$ cat src/rtl/rtc_pkg.sv
// Package: shared field indices, types and BCD helpers for the calendar clock.
// Assumes all stored values are valid packed BCD.
package rtc_pkg;

    localparam int NUM_FIELDS = 7;
    localparam int FLD_SEC    = 0;
    localparam int FLD_MIN    = 1;
    localparam int FLD_HOUR   = 2;
    localparam int FLD_DOW    = 3;
    localparam int FLD_DATE   = 4;
    localparam int FLD_MON    = 5;
    localparam int FLD_YEAR   = 6;
    localparam int FREEZE_BIT = 6;

    typedef logic [7:0] bcd8_t;
    typedef logic [NUM_FIELDS-1:0][7:0] time_vec_t;

    // Increment a two-digit BCD value (no wrap handling).
    function automatic bcd8_t bcd_inc(input bcd8_t v);
        if (v[3:0] == 4'd9) return {v[7:4] + 4'd1, 4'd0};
        return {v[7:4], v[3:0] + 4'd1};
    endfunction

    // Year multiple of four, judged from its BCD digits.
    function automatic logic is_leap(input bcd8_t y);
        if (y[4]) return (y[3:0] == 4'd2) || (y[3:0] == 4'd6);
        return (y[3:0] == 4'd0) || (y[3:0] == 4'd4) || (y[3:0] == 4'd8);
    endfunction

    // Last date of a month in BCD.
    function automatic bcd8_t month_len(input bcd8_t mon, input bcd8_t yr);
        case (mon)
            8'h02:                      return is_leap(yr) ? 8'h29 : 8'h28;
            8'h04, 8'h06, 8'h09, 8'h11: return 8'h30;
            default:                    return 8'h31;
        endcase
    endfunction

    // Lowest value (and reset value) of each field.
    function automatic bcd8_t field_min(input int idx);
        case (idx)
            FLD_DOW, FLD_DATE, FLD_MON: return 8'h01;
            default:                    return 8'h00;
        endcase
    endfunction

    // Fixed top value of each field; the date's top is computed elsewhere.
    function automatic bcd8_t field_max(input int idx);
        case (idx)
            FLD_SEC, FLD_MIN: return 8'h59;
            FLD_HOUR:         return 8'h23;
            FLD_DOW:          return 8'h07;
            FLD_MON:          return 8'h12;
            FLD_YEAR:         return 8'h99;
            default:          return 8'h31;
        endcase
    endfunction

    // Bits that a field actually stores; others read as 0.
    function automatic bcd8_t field_mask(input int idx);
        case (idx)
            FLD_SEC, FLD_MIN:   return 8'h7F;
            FLD_HOUR, FLD_DATE: return 8'h3F;
            FLD_DOW:            return 8'h07;
            FLD_MON:            return 8'h1F;
            default:            return 8'hFF;
        endcase
    endfunction

endpackage

$ cat src/rtl/rtc_field_counter.sv
// One BCD counter field of the time chain. Counts MIN_VAL..max_val and
// raises carry when it wraps. A load overrides the count. The carry depends
// only on the increment and the old value, so a load does not swallow it.
module rtc_field_counter
    import rtc_pkg::*;
#(
    parameter bcd8_t MIN_VAL = 8'h00,
    parameter bcd8_t MASK    = 8'hFF
) (
    input  logic  clk,
    input  logic  rst_n,
    input  logic  inc,
    input  logic  ld,
    input  bcd8_t ld_val,
    input  bcd8_t max_val,
    output bcd8_t value,
    output bcd8_t nxt,
    output logic  carry
);

    logic at_top;

    // Wrap detect and next-value selection.
    always_comb begin
        at_top = (value == max_val);
        carry  = inc && at_top;
        if (ld)       nxt = ld_val & MASK;
        else if (inc) nxt = at_top ? MIN_VAL : bcd_inc(value);
        else          nxt = value;
    end

    // Field state register.
    always_ff @(posedge clk) begin
        if (!rst_n) value <= MIN_VAL;
        else        value <= nxt;
    end

endmodule

$ cat src/rtl/rtc_time_chain.sv
// Internal counter chain: seconds through year, advanced by tick. All
// carries resolve combinationally within the ticking cycle. The date limit
// comes from the current month and year.
module rtc_time_chain
    import rtc_pkg::*;
(
    input  logic                  clk,
    input  logic                  rst_n,
    input  logic                  tick,
    input  logic [NUM_FIELDS-1:0] ld_en,
    input  bcd8_t                 ld_val,
    output time_vec_t             cur,
    output time_vec_t             nxt
);

    logic [NUM_FIELDS-1:0] inc;
    logic [NUM_FIELDS-1:0] carry;
    time_vec_t             max_v;

    // Carry routing between fields.
    always_comb begin
        inc           = '0;
        inc[FLD_SEC]  = tick;
        inc[FLD_MIN]  = carry[FLD_SEC];
        inc[FLD_HOUR] = carry[FLD_MIN];
        inc[FLD_DOW]  = carry[FLD_HOUR];
        inc[FLD_DATE] = carry[FLD_HOUR];
        inc[FLD_MON]  = carry[FLD_DATE];
        inc[FLD_YEAR] = carry[FLD_MON];
    end

    genvar gi;
    generate
        for (gi = 0; gi < NUM_FIELDS; gi++) begin : g_fld
            if (gi == FLD_DATE) begin : g_var
                // Month-length dependent top.
                always_comb max_v[gi] = month_len(cur[FLD_MON], cur[FLD_YEAR]);
            end else begin : g_fix
                // Fixed top value.
                always_comb max_v[gi] = field_max(gi);
            end
            rtc_field_counter #(
                .MIN_VAL (field_min(gi)),
                .MASK    (field_mask(gi))
            ) u_cnt (
                .clk     (clk),
                .rst_n   (rst_n),
                .inc     (inc[gi]),
                .ld      (ld_en[gi]),
                .ld_val  (ld_val),
                .max_val (max_v[gi]),
                .value   (cur[gi]),
                .nxt     (nxt[gi]),
                .carry   (carry[gi])
            );
        end
    endgenerate

endmodule

$ cat src/rtl/rtc_shadow_regs.sv
// Visible copy of the time fields. While unfrozen it follows the counters'
// next state, so it equals the count on every cycle. While frozen it holds,
// except for fields written over the bus.
module rtc_shadow_regs
    import rtc_pkg::*;
(
    input  logic                  clk,
    input  logic                  rst_n,
    input  logic                  freeze,
    input  logic [NUM_FIELDS-1:0] ld_en,
    input  bcd8_t                 ld_val,
    input  time_vec_t             cnt_nxt,
    output time_vec_t             vis
);

    genvar gi;
    generate
        for (gi = 0; gi < NUM_FIELDS; gi++) begin : g_vis
            // Per-field visible register with freeze/hold.
            always_ff @(posedge clk) begin
                if (!rst_n)          vis[gi] <= field_min(gi);
                else if (!freeze)    vis[gi] <= cnt_nxt[gi];
                else if (ld_en[gi])  vis[gi] <= ld_val & field_mask(gi);
            end
        end
    endgenerate

endmodule

$ cat src/rtl/rtc_bus_port.sv
// Bus front end: decodes the top eight addresses, gates everything with
// power-fail and registers the read data one cycle after the request.
module rtc_bus_port
    import rtc_pkg::*;
#(
    parameter int ADDR_W = 17
) (
    input  logic                  clk,
    input  logic                  rst_n,
    input  logic                  pwr_fail,
    input  logic                  cs,
    input  logic                  we,
    input  logic [ADDR_W-1:0]     addr,
    input  time_vec_t             vis,
    input  logic                  freeze,
    output logic [NUM_FIELDS-1:0] time_ld,
    output logic                  ctrl_wr,
    output bcd8_t                 rdata,
    output logic                  rdata_oe
);

    localparam int OFF_W = 3;

    logic             hit;
    logic             access;
    logic [OFF_W-1:0] off;
    bcd8_t            rd_mux;

    // Address decode and access qualification.
    always_comb begin
        hit     = &addr[ADDR_W-1:OFF_W];
        off     = addr[OFF_W-1:0];
        access  = cs && hit && !pwr_fail;
        ctrl_wr = access && we && (off == '0);
        for (int i = 0; i < NUM_FIELDS; i++)
            time_ld[i] = access && we && (int'(off) == i + 1);
    end

    // Read data selection.
    always_comb begin
        rd_mux = '0;
        if (off == '0) rd_mux[FREEZE_BIT] = freeze;
        else           rd_mux = vis[off - 3'd1];
    end

    // Registered read port.
    always_ff @(posedge clk) begin
        if (!rst_n) begin
            rdata    <= '0;
            rdata_oe <= 1'b0;
        end else if (access && !we) begin
            rdata    <= rd_mux;
            rdata_oe <= 1'b1;
        end else begin
            rdata    <= '0;
            rdata_oe <= 1'b0;
        end
    end

endmodule

$ cat src/rtl/rtc_dbuf_clock.sv
// Top: memory-mapped BCD calendar clock with a freezable visible copy.
// Assumes tick_1hz is a single-cycle pulse synchronous to clk and that
// software writes only valid BCD values.
module rtc_dbuf_clock
    import rtc_pkg::*;
#(
    parameter int ADDR_W = 17
) (
    input  logic              clk,
    input  logic              rst_n,
    input  logic              tick_1hz,
    input  logic              pwr_fail,
    input  logic              cs,
    input  logic              we,
    input  logic [ADDR_W-1:0] addr,
    input  logic [7:0]        wdata,
    output logic [7:0]        rdata,
    output logic              rdata_oe
);

    logic [NUM_FIELDS-1:0] time_ld;
    logic                  ctrl_wr;
    logic                  freeze_q;
    time_vec_t             cnt_q;
    time_vec_t             cnt_nxt;
    time_vec_t             vis_q;

    // Freeze control bit.
    always_ff @(posedge clk) begin
        if (!rst_n)       freeze_q <= 1'b0;
        else if (ctrl_wr) freeze_q <= wdata[FREEZE_BIT];
    end

    rtc_bus_port #(.ADDR_W(ADDR_W)) u_bus (
        .clk      (clk),
        .rst_n    (rst_n),
        .pwr_fail (pwr_fail),
        .cs       (cs),
        .we       (we),
        .addr     (addr),
        .vis      (vis_q),
        .freeze   (freeze_q),
        .time_ld  (time_ld),
        .ctrl_wr  (ctrl_wr),
        .rdata    (rdata),
        .rdata_oe (rdata_oe)
    );

    rtc_time_chain u_chain (
        .clk    (clk),
        .rst_n  (rst_n),
        .tick   (tick_1hz),
        .ld_en  (time_ld),
        .ld_val (wdata),
        .cur    (cnt_q),
        .nxt    (cnt_nxt)
    );

    rtc_shadow_regs u_shadow (
        .clk     (clk),
        .rst_n   (rst_n),
        .freeze  (freeze_q),
        .ld_en   (time_ld),
        .ld_val  (wdata),
        .cnt_nxt (cnt_nxt),
        .vis     (vis_q)
    );

endmodule

$ cat config.mk
export PLATFORM = sky130hd
export DESIGN_NAME = rtc_dbuf_clock
export DESIGN_NICKNAME = d
export VERILOG_FILES = /design/src/rtl/rtc_pkg.sv /design/src/rtl/rtc_field_counter.sv /design/src/rtl/rtc_time_chain.sv /design/src/rtl/rtc_shadow_regs.sv /design/src/rtl/rtc_bus_port.sv /design/src/rtl/rtc_dbuf_clock.sv
export SDC_FILE = /design/constraint.sdc
export NUM_CORES = 1
export LEC_CHECK = 0
export BUFFER_PORTS_ARGS = -buffer_cell sky130_fd_sc_hd__buf_2
export CORE_UTILIZATION = 42
export CTS_BUF_LIST = sky130_fd_sc_hd__clkbuf_8
export DETAILED_ROUTE_END_ITERATION = 12
export HOLD_SLACK_MARGIN = 0.02
export SLEW_MARGIN = 40
export SYNTH_ARGS = -nofsm -noshare
export SYNTH_HDL_FRONTEND = slang
export SYNTH_HIERARCHICAL = 1
export SYNTH_SLANG_ARGS = --single-unit
$ cat constraint.sdc
create_clock -name clk -period 4.5 [get_ports clk]
set_input_delay 0.9 -clock clk [delete_from_list [all_inputs] [get_ports clk]]
set_output_delay 0.9 -clock clk [all_outputs]
set_load 0.05 [all_outputs]
==> results.md, run 1 <==
Power and ir drop:
- The power per cell area is ~240 nW/µm².
- The worst vdd rail ir drop is around 0.00017 V.
- The design draws 2.159 mW.
- For this design the static power due to leakage is about 3.2 nW.

Clock tree:
- The number of hold buffers added after CTS was 0.
- The clock transition time at the flip-flop clock pins of the worst setup and hold paths is approximately 70 ps.
- The total clock sinks is 122.
- The count of instances resized after the clock tree is built is 0.
- Buffers added to address setup during post-CTS repair amount to 0.
- TritonCTS created 17 clock buffers.
- Clock latency on the worst-skew pair, taken at its later pin, is 450 ps.
- The TritonCTS clock tree is built.
- The CTS root buffer is sky130_fd_sc_hd__clkbuf_8.
- The H-tree depth is 4.
- The clock passes through at most 2 buffers.

Global route:
- For this run, global-route usage on met2 was measured as 32.55%.
- Global routing used under 10% of the available met3 tracks.
- The number of antenna violations at the first check in global routing is 0.
- Global routing used 21.13% of the available tracks.
- The maximum number of pins on one net before global-route repair is 64.
- For this run the aggregate overflow at the end of global routing stands at 0.
- Global routing consumed, on the met1 layer, between 20% and 30% of the routing resources.
- The layer flagged by global routing as most heavily used is met2.
- The via count of the first global-routing pass is about 6100.
- The first-pass GRT wire length is roughly 32 mm.

STA:
- The timing-limited maximum frequency is between 200 and 300 MHz.
- The worst setup skew after layout is a little over 10 ps.
- The total negative slack is 0 ps.
- The transition time at the pin with the least slew margin is approximately 620 ps.
- Setup repair after global routing left no endpoint under its margin.
- Setup violations remaining at the end of the flow were counted as 0.
- The number of max-slew violations in the final report came to 0.
- The clock period could shrink to slightly below 4000 ps.
- The smallest hold slack is ~500 ps.
- Of the available clock period, the critical path in the final layout requires 87.51%.
- The number of failing hold endpoints at the final stage was 0.
- In the post-route analysis, the smallest setup slack over all paths is between 500 and 600 ps.
- The relative slew slack is between 50% and 60%.

Yosys:
- For this run, the leading register cell type out of synthesis is sky130_fd_sc_hd__dfxtp_1.
- The most common cell in the synthesized netlist is sky130_fd_sc_hd__dfxtp_1.
- In this run, distinct cell masters in the synthesized netlist total 73.
- In this run, synthesis inferred 0 flip-flops with an integrated enable.
- The share of the synthesized area in the top cell type is a little under a third.
- Dividing the synthesized area by the synthesized cell count gives around 9.0 µm².
- Counting instances in the post-synthesis netlist gives the leading cell types as sky130_fd_sc_hd__dfxtp_1, sky130_fd_sc_hd__a21oi_1, sky130_fd_sc_hd__xnor2_1, sky130_fd_sc_hd__mux2i_1, sky130_fd_sc_hd__o21ai_0.
- The instance count of the mapped netlist is 894.
- Sorting the synthesized cells by area gives the leading types as sky130_fd_sc_hd__dfxtp_1, sky130_fd_sc_hd__xnor2_1, sky130_fd_sc_hd__mux2i_1.
- In this run, synthesis produced a sequential element count of around 120.
- Sequential cells were found to cover a little under a third of the synthesized design area.
- For this run, asynchronously set or reset flops after synthesis account for 0%.
- The synthesized netlist occupies a cell area of 8034 µm².
- The warning count from the yosys run is 6.
- The synthesized design spends more area on one cell type than any other, namely sky130_fd_sc_hd__dfxtp_1.

Placement:
- The post-DP HPWL is approximately 14 mm.
- The number of I/O port buffers is 39.
- Summing all placed instances gives a cell area of between 8000 and 9000 µm².
- OpenSTA, run right after detailed placement, puts the worst setup slack at ~260 ps.
- The congestion estimate from routability-driven global placement came to about 0.9.
- Counting tap cells, the placed design contains a total of 1180 instances.

Worst setup path:
- Of all nets on the critical path, the largest fanout is 6.
- The nature of the critical path endpoint is a flip-flop.
- In this run the critical register-to-register path is launched from u_chain/g_fld[0].u_cnt/value[0].
- STA puts the critical path data arrival time at approximately 4300 ps.
- The category of the worst setup path launch point is a flip-flop.
- The startpoint of the worst setup timing path is u_chain/g_fld[0].u_cnt/value[0].
- The critical path in this run is classified as flip-flop to flip-flop.
- At the worst endpoint, the required time is between 4000 and 5000 ps.

Cells and area:
- The filler cells instantiated in the layout total ~1900.
- Leaving out filler cells and counting taps, the final layout contains ~1200.
- From synthesis to final layout, the design area changed by 10.06%.
- The count of nets after finishing is slightly above 1000.
- The finished cells cover around 8800 µm².
- Of the cells placed in the final design, the portion with a size suffix greater than 1 is 14.56%.
- At the end of the flow the core is filled with cells to between 40% and 50%.
- The number of antenna repair diodes is 0.

Job:
- The tool flagged a number of max-cap violations equal to 0.

Drt:
- The detailed-router iteration count before antenna repair is 5.
- Dividing the detail-routed wire length by the instance count gives between 15 and 20 µm.
- For this block, the initial DRC count from the detailed router was roughly 570.
- The number of remaining DRC errors is 0.
- In the routed layout, each cell is associated on average with a via count of 5.552.
- Wires add up to 19.98 mm.
- Once detail routing completed, the nets flagged for antenna violations numbered 0.
- For this block, the via count after detailed routing is 6712.

Floorplan:
- The die covers ~20000 µm².
- The die is roughly 140 µm tall.
- The core region is between 15000 and 20000 µm².
- The die width is 140.3 µm.
- The floorplan has 50 rows.
- The starting utilization of the core area is between 40% and 50%.
- The number of top-level design ports is 40.

Outcome:
- The run finished with clean final reports.

Worst hold path:
- The beginning of the worst hold path is u_shadow/vis[38].
- The worst hold path belongs to the class flip-flop to flip-flop.
## flip-flops by register name, indices dropped and copies added (netlist names)
signal,flops
u_chain/g_fld.u_cnt/value,56
u_bus/rdata,8
freeze_q,1
u_shadow/vis,56
u_bus/rdata_oe,1
## worst max-delay path, cell delays in order (launching register included)
cell and delay, ps:
sky130_fd_sc_hd__dfxtp_1 440, sky130_fd_sc_hd__xnor2_1 160, sky130_fd_sc_hd__nand4_2 230, sky130_fd_sc_hd__nor3_4 260, sky130_fd_sc_hd__inv_1 150, sky130_fd_sc_hd__nor3_4 210
sky130_fd_sc_hd__inv_1 160, sky130_fd_sc_hd__nor3_4 250, sky130_fd_sc_hd__inv_1 160, sky130_fd_sc_hd__nor3_2 220, sky130_fd_sc_hd__inv_1 110, sky130_fd_sc_hd__nor3_2 370
sky130_fd_sc_hd__inv_1 190, sky130_fd_sc_hd__a31oi_1 350, sky130_fd_sc_hd__o211ai_1 180, sky130_fd_sc_hd__a2bb2oi_1 180, sky130_fd_sc_hd__o21ai_0 80, sky130_fd_sc_hd__a21oi_1 150
## path summary, 6_finish.rpt
check        slack (ps)                to  cells after the start
max                 560  u_shadow/vis[48]                     17
min                 490  u_shadow/vis[38]                      2
max reg2reg         560  u_shadow/vis[48]                     17
min reg2reg         490  u_shadow/vis[38]                      2
## routing by layer
metal / up-vias / part of all wire [%]
met2: 164 / 44
met1: 3177 / 50
met4: 0 / 1.6
li1: 3353 / -
met3: 18 / 4.2
met5: - / 0
## power breakdown
group	internal, mW	switching, mW	total, mW
Clock	0.464	0.437	0.901
Combinational	0.0632	0.106	0.169
Sequential	1.08	0.00544	1.09
## cells by family after synthesis
logic type                 synth area share (%)
DFF                                       30.40
xor gates and xnor gates                  10.01
buffers and inverters                     6.774
muxes                                     10.08
adders and majority gates                 4.049
and+or+nand+nor                           18.16
AOI/OAI and AO/OA                         20.43
other                                   0.09348
## cell type report
cell class	instances	area, µm²	area share (%)
Inverter	42	157.7	1.783
Sequential cell	122	2446	27.66
Clock buffer	20	275.3	3.113
Timing Repair Buffer	57	332.8	3.764
Clock inverter	9	76.32	0.8632
Multi-Input combinational cell	725	5261	59.50
Tap cell	234	292.8	3.311
## cells in the final DEF (no fill, tap or decap), types with 4 or more instances in the layout
cell / count
sky130_fd_sc_hd__o2111ai_1: 6
sky130_fd_sc_hd__nand3_1: 22
sky130_fd_sc_hd__o21ai_0: 52
sky130_fd_sc_hd__xnor2_1: 72
sky130_fd_sc_hd__clkinv_2: 4
sky130_fd_sc_hd__mux2i_1: 58
sky130_fd_sc_hd__nand3b_1: 16
sky130_fd_sc_hd__ha_1: 26
sky130_fd_sc_hd__nor4b_2: 4
sky130_fd_sc_hd__nor3_4: 4
sky130_fd_sc_hd__o32ai_1: 4
sky130_fd_sc_hd__a21boi_0: 8
sky130_fd_sc_hd__buf_2: 38
sky130_fd_sc_hd__nand2b_1: 20
sky130_fd_sc_hd__a21boi_1: 14
sky130_fd_sc_hd__xor2_1: 18
sky130_fd_sc_hd__nor4_1: 4
sky130_fd_sc_hd__nand4_2: 8
sky130_fd_sc_hd__mux4_2: 8
sky130_fd_sc_hd__buf_4: 19
sky130_fd_sc_hd__and3_1: 6
sky130_fd_sc_hd__a21oi_1: 83
sky130_fd_sc_hd__conb_1: 53
sky130_fd_sc_hd__a211oi_1: 10
sky130_fd_sc_hd__and4b_1: 6
sky130_fd_sc_hd__clkbuf_8: 20
sky130_fd_sc_hd__a2bb2oi_1: 8
sky130_fd_sc_hd__nand2_1: 43
sky130_fd_sc_hd__nand4_1: 13
sky130_fd_sc_hd__a31oi_1: 7
sky130_fd_sc_hd__nor3_2: 5
sky130_fd_sc_hd__nor2_1: 28
sky130_fd_sc_hd__dfxtp_1: 121
sky130_fd_sc_hd__nor3_1: 28
sky130_fd_sc_hd__o211ai_1: 16
sky130_fd_sc_hd__o31ai_1: 28
sky130_fd_sc_hd__inv_1: 42
No activity file was read; power rests on OpenSTA's default activity.
==> run 2: changes to the inputs <==
--- a/config.mk
+++ b/config.mk
@@ -15,3 +15,4 @@
 export SYNTH_HDL_FRONTEND = slang
 export SYNTH_HIERARCHICAL = 1
 export SYNTH_SLANG_ARGS = --single-unit
+export TNS_END_PERCENT = 10
==> constraint.sdc (replaced) <==
create_clock -name clk -period 4.5 [get_ports clk]
set_input_delay 0.225 -clock clk [delete_from_list [all_inputs] [get_ports clk]]
set_output_delay 0.225 -clock clk [all_outputs]
set_load 0.05 [all_outputs]
==> results.md, run 2 (synthesis results as in run 1) <==
Worst setup path:
- The path length in cells of the critical path is 17 (unchanged).
- The worst setup path is captured at a flip-flop.
- The worst reg-to-reg path cell count is 17 (unchanged).
- The data required time at the worst endpoint came to 4880 ps (about the same).
- The signal on the critical path passes through xnor2_1 -> nand4_1 -> nor3_4 -> inv_1 -> nor3_4 -> inv_1 -> nor3_4 -> inv_1 -> nor3_2 -> inv_1 -> nor3_2 -> inv_1 -> a31oi_1 -> o211ai_1 -> a2bb2oi_1 -> o21ai_0 -> a21oi_1.
- The cell that appears most often on the critical path is sky130_fd_sc_hd__inv_1.
- The top fanout value on the critical path came to 5 (-1).
- The category of the worst setup path launch point is a flip-flop.
- The number of buffer and inverter instances along the worst setup path is 5 (unchanged).
- The cell family contributing the most delay on the critical path is simple AND/OR/NAND/NOR gates.
- The classification of the worst setup path is flip-flop to flip-flop.
- The library cell contributing the largest single delay on the critical path is sky130_fd_sc_hd__dfxtp_1.
- The data arrival at the endpoint of the critical path was 4320 ps (about the same).
- The largest stage delay on the critical path is 450 ps (about the same).

Clock tree:
- The clock transition time at the flip-flop clock pins of the worst setup and hold paths is 80 ps (about the same).
- The count of buffers added by post-CTS timing repair for setup is 0 (unchanged).
- The TritonCTS clock tree is built.
- The H-tree depth was 4 (unchanged).
- The maximum count of clock buffers along a single path is 2 (unchanged).
- The count of instances resized after the clock tree is built was 0 (unchanged).
- The number of buffers created by CTS came to 17 (unchanged).
- The total clock sinks was 122 (unchanged).
- The clock insertion delay at the later pin of the skew report is 460 ps (about the same).
- The root buffer cell chosen for the clock tree is sky130_fd_sc_hd__clkbuf_8.
- The count of hold buffers inserted by post-cts repair was 0 (unchanged).

Placement:
- The instance area after placement was 8481 µm² (-0.12%).
- The placer congestion estimate is 0.9149 (-0.96%).
- The post-DP HPWL is 14.04 mm (-0.22%).
- The placed instance count is 1179 (-0.085%).
- The number of I/O port buffers is 39 (unchanged).

Global route:
- The total congestion overflow after global routing is 0 (unchanged).
- The number of antenna violations at the first check in global routing came to 0 (unchanged).
- The via count of the first global-routing pass is 6110 (-0.21%).
- The maximum number of pins on one net before global-route repair is 76 (+19%).
- The first-pass GRT wire length is 32.82 mm (+1.3%).
- The overall track demand over capacity in global routing is 21.43% (+0.29 points).

Floorplan:
- The overall die height came to 140.3 µm (unchanged).
- The placeable core region was 18710 µm² (unchanged).
- The starting utilization of the core area is 42.95% (unchanged).
- The floorplan die area is 19690 µm² (unchanged).
- The die width came to 140.3 µm (unchanged).
- The row count was 50 (unchanged).
- The number of top-level design ports was 40 (unchanged).

Worst hold path:
- The path category of the worst min-delay check is primary input to flip-flop.
- The depth of the worst hold-timing path is 3 (+1).

Drt:
- The initial detailed-routing violation count is 508 (-11%).
- The number of vias in the routed layout is 6726 (+0.21%).
- The detailed-route vias per instance was 5.559 (+0.13%).
- The detailed-router iteration count before antenna repair is 5 (unchanged).
- The antenna violation net count after detailed routing was 0 (unchanged).
- The average wire length per cell after detail routing is 16.92 µm (+2.4%).
- The number of remaining DRC errors was 0 (unchanged).
- The post-detailed-routing wire length is 20.47 mm (+2.5%).

Cells and area:
- The largest registers in the layout are u_chain/g_fld.u_cnt/value (56), u_shadow/vis (56), u_bus/rdata (8).
- Leaving out fill and tap cells, the most frequent cells in the layout are sky130_fd_sc_hd__dfxtp_1, sky130_fd_sc_hd__a21oi_1, sky130_fd_sc_hd__xnor2_1, sky130_fd_sc_hd__mux2i_1, sky130_fd_sc_hd__conb_1.
- The number of antenna repair diodes was 0 (unchanged).
- The area growth from synthesis to layout is 11.65%.
- The fraction of final layout cells with drive strength greater than 1 is 14.65% (+0.088 points).
- The leading cell type in the layout, fill and taps excluded is sky130_fd_sc_hd__dfxtp_1.
- The count of nets after finishing is 1021 (-0.098%).
- The design area came to 8970 µm² (+1.4%).
- The number of standard cells in the final layout excluding fillers is 1210 (+0.083%).

STA:
- The final-report setup violation count was 0 (unchanged).
- The number of max-slew violations in the final report is 0 (unchanged).
- The transition time at the pin with the least slew margin is 673.6 ps (+53.13 ps).
- The final critical path time including I/O delays and setup is 3933 ps (-4.934 ps).
- The relative slew slack came to 55.09% (-3.5 points).
- The timing-limited maximum frequency is 254.3 MHz (+0.13%).
- The worst setup skew after layout is 16.29 ps (+6.048 ps).
- The number of failing hold endpoints at the final stage is 0 (unchanged).
- Setup repair after global routing left no endpoint under its margin.
- The share of the clock period used by the worst path after layout is 87.40% (-0.11 points).
- The total negative slack came to 0 ps (unchanged).

Power and ir drop:
- The power per cell area is 274.4 nW/µm² (+12%).
- The static power due to leakage is 3.310 nW (+2.1%).
- The worst vdd rail ir drop is 0.0001934 V (+15%).

Job:
- The number of violations of the max-capacitance limit is 0 (unchanged).

Outcome:
- The run finished with clean final reports.
run 2: cell count changes in the layout (fill, tap and decap cells not counted):
cell | previous run | this run
sky130_fd_sc_hd__clkinv_2 | 4 | 1
sky130_fd_sc_hd__dfxtp_4 | 1 | 0
sky130_fd_sc_hd__buf_4 | 19 | 18
sky130_fd_sc_hd__bufinv_16 | 1 | 5
sky130_fd_sc_hd__clkbuf_8 | 20 | 24
sky130_fd_sc_hd__dfxtp_2 | 0 | 1
sky130_fd_sc_hd__clkinvlp_4 | 3 | 0
run 2: worst paths after layout:
kind	from	to	slack, ps
max	u_chain/g_fld[0].u_cnt/value[4]	u_shadow/vis[50]	570
min	wdata[7]	u_chain/g_fld[6].u_cnt/value[7]	70
max reg2reg	u_chain/g_fld[0].u_cnt/value[4]	u_shadow/vis[50]	570
min reg2reg	u_shadow/vis[38]	u_shadow/vis[38]	490
run 2: power breakdown:
part	total (mW)	switching, mW	leakage [nW]	internal [mW]
clock network	1.20	0.442	0.252	0.759
logic	0.172	0.108	2.07	0.0636
registers	1.09	0.00567	0.984	1.08
run 2: area by class of cell:
| cell class | count | area, µm² |
|---|---|---|
| multi-input combinational | 725 | 5261 |
| clock buffer | 24 | 330.3 |
| clock inverter | 7 | 158.9 |
| inverter | 42 | 157.7 |
| fill | 1796 | 9736 |
| tap | 234 | 292.8 |
| sequential | 122 | 2444 |
| timing repair buffer | 56 | 325.3 |
run 2: worst reg2reg max path, delay by kind of cell, from the launching register on:
| kind | cells | cell delay (ps) |
|---|---|---|
| simple gates | 6 | 1560 |
| flops | 1 | 450 |
| xor+xnor | 1 | 150 |
| buf+inv | 5 | 810 |
| compound gates | 5 | 910 |
run 2: per-stage QoR:
stage                     setup WS [ps]  total power, mW  hold slack (ps)  util (%)
after detailed placement          605.1            1.284            471.8     45.34
final                             567.1            2.462            68.55     47.95
after global placement            695.5            1.282            475.0     45.32
after CTS                         597.7            2.480            52.53     47.95
after global routing              226.3            2.554            88.80     47.95
after floorplan                   270.0            1.228            353.2         -
run 2: routing by layer:
metal / share of wire [%] / up-vias / global-route usage (%)
li1: - / 3360 / -
met5: 0 / - / 0
met4: 1.5 / 0 / 6.420
met3: 4.1 / 18 / 3.897
met1: 51 / 3196 / 30.96
met2: 44 / 152 / 32.21
